File: src/rtl/snc_pkg.sv
package snc_pkg;
  typedef enum logic [1:0] {
    REG_CTRL = 2'd0,
    REG_OP   = 2'd1,
    REG_LO   = 2'd2,
    REG_HI   = 2'd3
  } reg_sel_e;

  localparam int CTRL_HALT_BIT = 0;
  localparam int OP_UPDATE_BIT = 0;
  localparam int OP_READY_BIT  = 1;
endpackage

File: src/rtl/snc_counter.sv
module snc_counter #(
  parameter int CNT_W = 52
) (
  input  logic             clk,
  input  logic             rst_n,
  input  logic             tick_en,
  input  logic             stall_in,
  input  logic             halt_en,
  output logic [CNT_W-1:0] cnt
);
  localparam logic [CNT_W-1:0] ONE = CNT_W'(1);

  logic adv;
  assign adv = tick_en && !(halt_en && stall_in);

  always_ff @(posedge clk or negedge rst_n) begin
    if (!rst_n) cnt <= '0;
    else if (adv) cnt <= cnt + ONE;
  end

  // one step per enabled tick
  assert_step_R2: assert property (@(posedge clk) disable iff (!rst_n)
    (tick_en && !stall_in && cnt != '1) |=> cnt == $past(cnt) + ONE);
  assert_idle_R2: assert property (@(posedge clk) disable iff (!rst_n)
    !tick_en |=> $stable(cnt));
  // wrap to zero
  assert_wrap_R3: assert property (@(posedge clk) disable iff (!rst_n)
    (tick_en && !stall_in && cnt == '1) |=> cnt == '0);
  // stall freezes only while the halt bit is set
  assert_stall_R4: assert property (@(posedge clk) disable iff (!rst_n)
    (halt_en && stall_in) |=> $stable(cnt));
endmodule

File: src/rtl/snc_snapshot.sv
module snc_snapshot #(
  parameter int CNT_W = 52
) (
  input  logic             clk,
  input  logic             rst_n,
  input  logic             req,
  input  logic [CNT_W-1:0] cnt,
  output logic [CNT_W-1:0] snap,
  output logic             ready
);
  logic grab;
  logic settle;

  always_ff @(posedge clk or negedge rst_n) begin
    if (!rst_n) begin
      grab   <= 1'b0;
      settle <= 1'b0;
      snap   <= '0;
      ready  <= 1'b0;
    end else begin
      grab   <= req;
      settle <= grab && !req;
      if (grab) snap <= cnt;
      if (req) ready <= 1'b0;
      else if (settle) ready <= 1'b1;
    end
  end

  // a request drops ready in the next cycle
  assert_drop_R5: assert property (@(posedge clk) disable iff (!rst_n)
    req |=> !ready);
  // ready rises two cycles after the load was started
  assert_rise_R7: assert property (@(posedge clk) disable iff (!rst_n)
    $rose(ready) |-> $past(grab, 2));
  // a ready snapshot never moves
  assert_hold_R9: assert property (@(posedge clk) disable iff (!rst_n)
    ready |-> $stable(snap));
  assert_keep_R9: assert property (@(posedge clk) disable iff (!rst_n)
    (ready && !req) |=> ready);
endmodule

File: src/rtl/snc_regs.sv
module snc_regs
  import snc_pkg::*;
#(
  parameter int CNT_W = 52,
  parameter int BUS_W = 32
) (
  input  logic             clk,
  input  logic             rst_n,
  input  logic             wen,
  input  logic [1:0]       addr,
  input  logic [BUS_W-1:0] wdata,
  input  logic [CNT_W-1:0] snap,
  input  logic             ready,
  output logic [BUS_W-1:0] rdata,
  output logic             halt_en,
  output logic             req
);
  localparam int HI_W = CNT_W - BUS_W;

  reg_sel_e         sel;
  logic [BUS_W-1:0] lo_word;
  logic [BUS_W-1:0] hi_word;
  logic             unused_wdata;

  assign sel          = reg_sel_e'(addr);
  assign unused_wdata = ^wdata[BUS_W-1:1];
  assign req          = wen && (sel == REG_OP) && wdata[OP_UPDATE_BIT];
  assign lo_word      = snap[BUS_W-1:0];

  generate
    if (HI_W < BUS_W) begin : g_pad
      assign hi_word = {{(BUS_W-HI_W){1'b0}}, snap[CNT_W-1:BUS_W]};
    end else begin : g_full
      assign hi_word = snap[CNT_W-1:BUS_W];
    end
  endgenerate

  always_ff @(posedge clk or negedge rst_n) begin
    if (!rst_n) halt_en <= 1'b0;
    else if (wen && sel == REG_CTRL) halt_en <= wdata[CTRL_HALT_BIT];
  end

  always_comb begin
    rdata = '0;
    unique case (sel)
      REG_CTRL: rdata[CTRL_HALT_BIT] = halt_en;
      REG_OP:   rdata[OP_READY_BIT]  = ready;
      REG_LO:   rdata = lo_word;
      REG_HI:   rdata = hi_word;
      default:  rdata = '0;
    endcase
  end

  // only a control write can move the halt bit
  assert_ctrl_R10: assert property (@(posedge clk) disable iff (!rst_n)
    (!wen || sel != REG_CTRL) |=> $stable(halt_en));
  // the high word tracks the snapshot top bits
  assert_hi_R8: assert property (@(posedge clk) disable iff (!rst_n)
    (sel == REG_HI) |-> rdata[HI_W-1:0] == snap[CNT_W-1:BUS_W]);
endmodule

File: src/rtl/snap_counter.sv
module snap_counter #(
  parameter int CNT_W = 52,
  parameter int BUS_W = 32
) (
  input  logic             clk,
  input  logic             rst_n,
  input  logic             tick_en,
  input  logic             stall_in,
  input  logic             reg_wen,
  input  logic [1:0]       reg_addr,
  input  logic [BUS_W-1:0] reg_wdata,
  output logic [BUS_W-1:0] reg_rdata
);
  logic [CNT_W-1:0] cnt;
  logic [CNT_W-1:0] snap;
  logic             ready;
  logic             halt_en;
  logic             req;

  snc_counter #(.CNT_W(CNT_W)) u_cnt (
    .clk(clk), .rst_n(rst_n), .tick_en(tick_en), .stall_in(stall_in),
    .halt_en(halt_en), .cnt(cnt)
  );

  snc_snapshot #(.CNT_W(CNT_W)) u_snap (
    .clk(clk), .rst_n(rst_n), .req(req), .cnt(cnt), .snap(snap), .ready(ready)
  );

  snc_regs #(.CNT_W(CNT_W), .BUS_W(BUS_W)) u_regs (
    .clk(clk), .rst_n(rst_n), .wen(reg_wen), .addr(reg_addr),
    .wdata(reg_wdata), .snap(snap), .ready(ready), .rdata(reg_rdata),
    .halt_en(halt_en), .req(req)
  );

  // the snapshot loads the count of the cycle after the request
  assert_load_R6: assert property (@(posedge clk) disable iff (!rst_n)
    $past(req) |=> snap == $past(cnt));
endmodule

File: config.mk
export PLATFORM = sky130hd
export DESIGN_NAME = snap_counter
export DESIGN_NICKNAME = d
export VERILOG_FILES = /design/src/rtl/snc_pkg.sv /design/src/rtl/snc_counter.sv /design/src/rtl/snc_snapshot.sv /design/src/rtl/snc_regs.sv /design/src/rtl/snap_counter.sv
export SDC_FILE = /design/constraint.sdc
export NUM_CORES = 1
export LEC_CHECK = 0
export BUFFER_PORTS_ARGS = -buffer_cell sky130_fd_sc_hd__buf_2
export CAP_MARGIN = 20
export CORE_AREA = 2 2 115 117
export DETAILED_ROUTE_END_ITERATION = 8
export DIE_AREA = 0 0 117 119
export GPL_ROUTABILITY_DRIVEN = 0
export RECOVER_POWER = 50
export SLEW_MARGIN = 20
export SYNTH_ARGS = -nofsm -noshare
export SYNTH_HDL_FRONTEND = slang
export SYNTH_SLANG_ARGS = --single-unit
File: constraint.sdc
create_clock -name clk -period 2.1 [get_ports clk]
set_input_delay 0.525 -clock clk [delete_from_list [all_inputs] [get_ports clk]]
set_output_delay 0.525 -clock clk [all_outputs]
set_load 0.1 [all_outputs]
# After elaboration in Yosys (flattened, before gate mapping)
# Index checks and enable logic that the tools add are counted.
# totals
ff_bits,108
output_inout_bits,32
# op_classes
n_eq_ne,3
addsub,1
reduce_logical,10
muxes,5
# op_table
op,n
30-bit one-hot mux with 2 select lines,1
"52-bit by 1-bit adder with 52-bit output, second input constant",1
1-bit logical AND,6
1-bit one-hot mux with 3 select lines,2
"2-bit == test, second input constant",2
"2-bit by 1-bit == test with 1-bit output, second input constant",1
1-bit logical NOT,2
2-bit logical NOT,1
1-bit 2-to-1 mux,2
2-bit nonzero test,1

# Depth between registers and ports, before layout
# logic_depth
word_depth,5
depth_mapped,8

# By module
# A second synthesis with hierarchy kept.
# hier_totals
hier_cells,403
hier_area_um2,5286.3
# by_module_without_submodules
mod,seq_area_each_um2,n_inst,area_each_um2,cells_each
snc_counter,1301.2,1,2486.1,223
snc_snapshot,1376.3,1,2273.4,115
snc_regs,25.0,1,526.8,65

# Least setup slack after synthesis
# No wires, ideal clock.
# synth_timing
path_type,input port to output port
from,input reg_addr[0]
to,output reg_rdata[1]
cell_stages,4
setup_slack_ns,-1.796
t_arrival_ns,3.371
path_cell_list,clkbuf_1 -> buf_1 -> nand2_1 -> o21ai_0
# synth_between
elab_chain_cells,2
elab_cells_between_ends,4
cone_classes,3 x eq/ne; 1 x mux
# synth_rtl
element,line_no,rtl
start: declaration,snap_counter.sv:10,"input logic [1:0] reg_addr,"
2-bit == test / 2-bit by 1-bit == test with 1-bit output (equally long branches),snc_regs.sv:45,unique case (sel)
1-bit one-hot mux with 3 select lines (*),snc_regs.sv:45,
end: declaration,snap_counter.sv:12,output logic [BUS_W-1:0] reg_rdata
# Mark *: on every way between the ends. The rest lies on a longest branch, timed or not.

# Worst setup path after layout
# layout_timing
from,register u_cnt.cnt[13]
to,register u_cnt.cnt[45]
# layout_between
elab_chain_cells,1
# layout_rtl
element,line_no,rtl
start: declaration,snc_counter.sv:9,output logic [CNT_W-1:0] cnt
start signal: assignment,snc_counter.sv:18,else if (adv) cnt <= cnt + ONE;
52-bit by 1-bit adder with 52-bit output,snc_counter.sv:18,
# No other way between the ends.
# A chain may end at the register's enable or synchronous reset.

==> out/metrics.yaml <==
synthesis:
  synth_mux_area_frac: 0.1621
  synth_area_um2: 5002
  synth_top_family_by_area: "simple AND/OR/NAND/NOR gates"
  synth_xor_area_frac: 0.08929
  synth.distinct_cells: 33
  yosysSeqAreaShare: 0.5403
  syn_inst: 403
  synthAdderAreaFrac: 0.002501
  syn_avg_cell_area_um2: 12.41
  synth_warnings: 0
  synth_simple_gate_area_frac: 0.1711
  syn-num-nets: 443
  ys_seq_elements: 108
  synth_compound_area_frac: 0.004252
place:
  io_buffers: 39
  dpl.hpwl_um: 7184
  dp_slack_ns: -0.1703
finish:
  fin_util: 0.5266
  fin_nets: 526
  seqCellArea_um2: 2703
  final_layout_size_suffix_gt1_frac: 0.4571
  fillerInstances: 1117
  final_common_cell: "dfrtp_1"
  diodes: 0
  area_delta_synth_final_pct: 35.54
  multi_input_area_um2: 2425
  mostFrequentLayoutCells: "dfrtp_1, mux2_2, buf_4, buf_12, xor2_1"
job:
  maxCapViolations: 1
sta:
  finalSetupViolations: 0
  setup_ws_ns: 0.04154
  fin_crit_ns: 2.058
  fin_crit_sh: 0.9802
  timing.fmax_mhz: 485.8
  drv_slew: 75
  rsz0062_at_grt: "true"
  tightestPinTransition_ns: 1.636
  hold_slack_ns: 0.4001
  hold_violations: 0
  slew-limit-headroom: -0.09099
  finClkSkew_ns: 0.002786
critical_path:
  worstSetupPathType: "flip-flop to flip-flop"
  worst-path-max-fanout: 7
  timing.rr.end: "u_cnt.cnt[45]"
  start_kind: "flip-flop"
  reg2reg_from: "u_cnt.cnt[13]"
  arrival_ns: 2.32
  r2r_setup_slack_ns: 0.04
  cp_slowest_cell: "or4_4"
  crit_start: "u_cnt.cnt[13]"
  critPathCaptureType: "flip-flop"
  rr_worst_depth: 7
  slowest_delay_ns: 0.49
  worstPathRequired_ns: 2.36
  endpoint: "u_cnt.cnt[45]"
  crit_chain: "nand4_4 > or3_4 > or4_4 > buf_12 > buf_6 > nor3_4 > xor2_1"
floorplanning:
  rows: 42
  dieWidth_um: 117
  core_region_area_um2: 12870
  die_y_um: 119
  io_pins: 71
  start_util: 0.3885
  die_area_um2: 13920
global_routing:
  grt_usage: 0.1599
  antenna_found_initial: 0
  first_global_vias: 3489
  grt_max_degree: 75
  grt_pass1_wl_um: 17220
  grt_remaining_overflow: 0
power:
  p_per_area_nw_per_um2: 697.1
  p_leak_nw: 3.278
  ir_drop_v: 0.0006915
  p_total_mw: 4.727
cts:
  clk_pin_slew_ns: 0.07
  cts_tree: "built"
  insertion_delay_ns: 0.34
  htreeDepth: 3
  cts.hold.buffers_added: 0
  clock_path_buffers: 2
  ctsRootBufferMaster: "clkbuf_16"
  clock_sinks: 108
  cts_buffers: 9
detailed_routing:
  vias: 3229
  routed_wl_um: 10110
  drc: 0
  post_drt_wl_per_cell_um: 15.19
  drt-pass1-iter-count: 4
  drtIter0Drc: 119
  viasPerCell: 4.848
  antenna_left: 0
status:
  status: "complete, but fails checks"
  violations: "max-capacitance violations, max-slew violations"
worst_hold_path:
  min_path_type: "input port to async pin"
-- synth_stat cells --
cell | count | share of area
and3_1 | 2 | 0.0025
nor3_1 | 8 | 0.0080
and4_1 | 4 | 0.0070
buf_6 | 2 | 0.0045
buf_2 | 4 | 0.0040
mux2_2 | 56 | 0.13
a22o_1 | 1 | 0.0018
xnor2_1 | 24 | 0.042
or4_2 | 1 | 0.0018
a21boi_1 | 1 | 0.0015
nand4_1 | 6 | 0.0075
or2_2 | 2 | 0.0025
dfrtp_1 | 108 | 0.54
ha_1 | 1 | 0.0025
buf_1 | 5 | 0.0038
clkbuf_1 | 7 | 0.0053
nor3b_1 | 2 | 0.0030
nand3_1 | 15 | 0.015
nand2_1 | 18 | 0.014
xor2_1 | 27 | 0.047
buf_12 | 1 | 0.0040
nor2_1 | 15 | 0.011
or4_1 | 3 | 0.0045
nor3_2 | 12 | 0.024
nor4_2 | 6 | 0.015
or3_1 | 3 | 0.0038
nor2b_1 | 19 | 0.024
nand4_2 | 3 | 0.0075
inv_1 | 12 | 0.0090
and2_1 | 15 | 0.019
mux2i_1 | 18 | 0.036
nand4b_1 | 1 | 0.0018
o21ai_0 | 1 | 0.0010
-- through the flow --
stage	instance area [um2]	TNS [ns]	std cells
floorplan	5218	-0.8088	403
global placement	6376	-0.8276	646
detailed placement	6376	-1.717	646
CTS	6746	-0.002273	665
global route	6780	-0.1370	666
finish	6780	0	666
-- logic make-up (layout without fill, tap and decap cells) --
family | count (synthesis) | count (layout)
xor+xnor | 51 | 51
buf+inv | 31 | 118
flops | 108 | 108
fa+ha+maj | 1 | 1
simple gates | 135 | 135
mux | 74 | 74
compound gates | 3 | 3
-- per-layer routing --
layer,part of all wire,global-route usage
met5,0,0
met4,0.018,0.05735
met3,0.031,0.03308
met2,0.50,0.2554
met1,0.46,0.2149
-- state kept, by name, indices dropped and copies added (netlist names) --
register / flops
u_cnt.cnt: 52
u_snap.snap: 52
u_snap.ready: 1
u_regs.halt_en: 1
u_snap.grab: 1
u_snap.settle: 1
-- how the worst min path moves through the flow --
| stage | end | slack (ns) | cells past startpoint |
|---|---|---|---|
| after floorplan | u_cnt.cnt[0] | 0.23 | 0 |
| after global placement | u_snap.ready | 0.45 | 2 |
| after detailed placement | u_snap.ready | 0.46 | 2 |
| after CTS | u_cnt.cnt[13] | 0.21 | 2 |
| after global routing | u_regs.halt_en | 0.44 | 2 |
| final | u_cnt.cnt[10] | 0.40 | 2 |
-- area by class of cell --
class / instances / area share
clock buffer: 13 / 0.03838
clock inverter: 2 / 0.001476
inverter: 12 / 0.006643
multi-input combinational: 264 / 0.3576
sequential: 108 / 0.3986
tap: 176 / 0.03248
timing repair buffer: 91 / 0.1648
-- worst max-delay path: cells and delay by family, from the launching register on --
| kind | cells | cell delay, ns |
|---|---|---|
| xor gates and xnor gates | 1 | 0.17 |
| buffers and inverters | 2 | 0.30 |
| DFF | 1 | 0.40 |
| and+or+nand+nor | 4 | 1.10 |
-- power breakdown --
group / leakage [nW] / switching (mW) / internal, mW
sequential: 1.39 / 0.0948 / 2.21
clock: 0.135 / 0.706 / 0.860
combinational: 1.75 / 0.479 / 0.374
-- timing repair --
action                     CTS  global route
gates cloned                 1             0
pin swaps                    5            11
setup endpoints to repair   19            15
setup buffers                3             1
gates resized for setup     10            13
(Power assumes the default switching activity.)
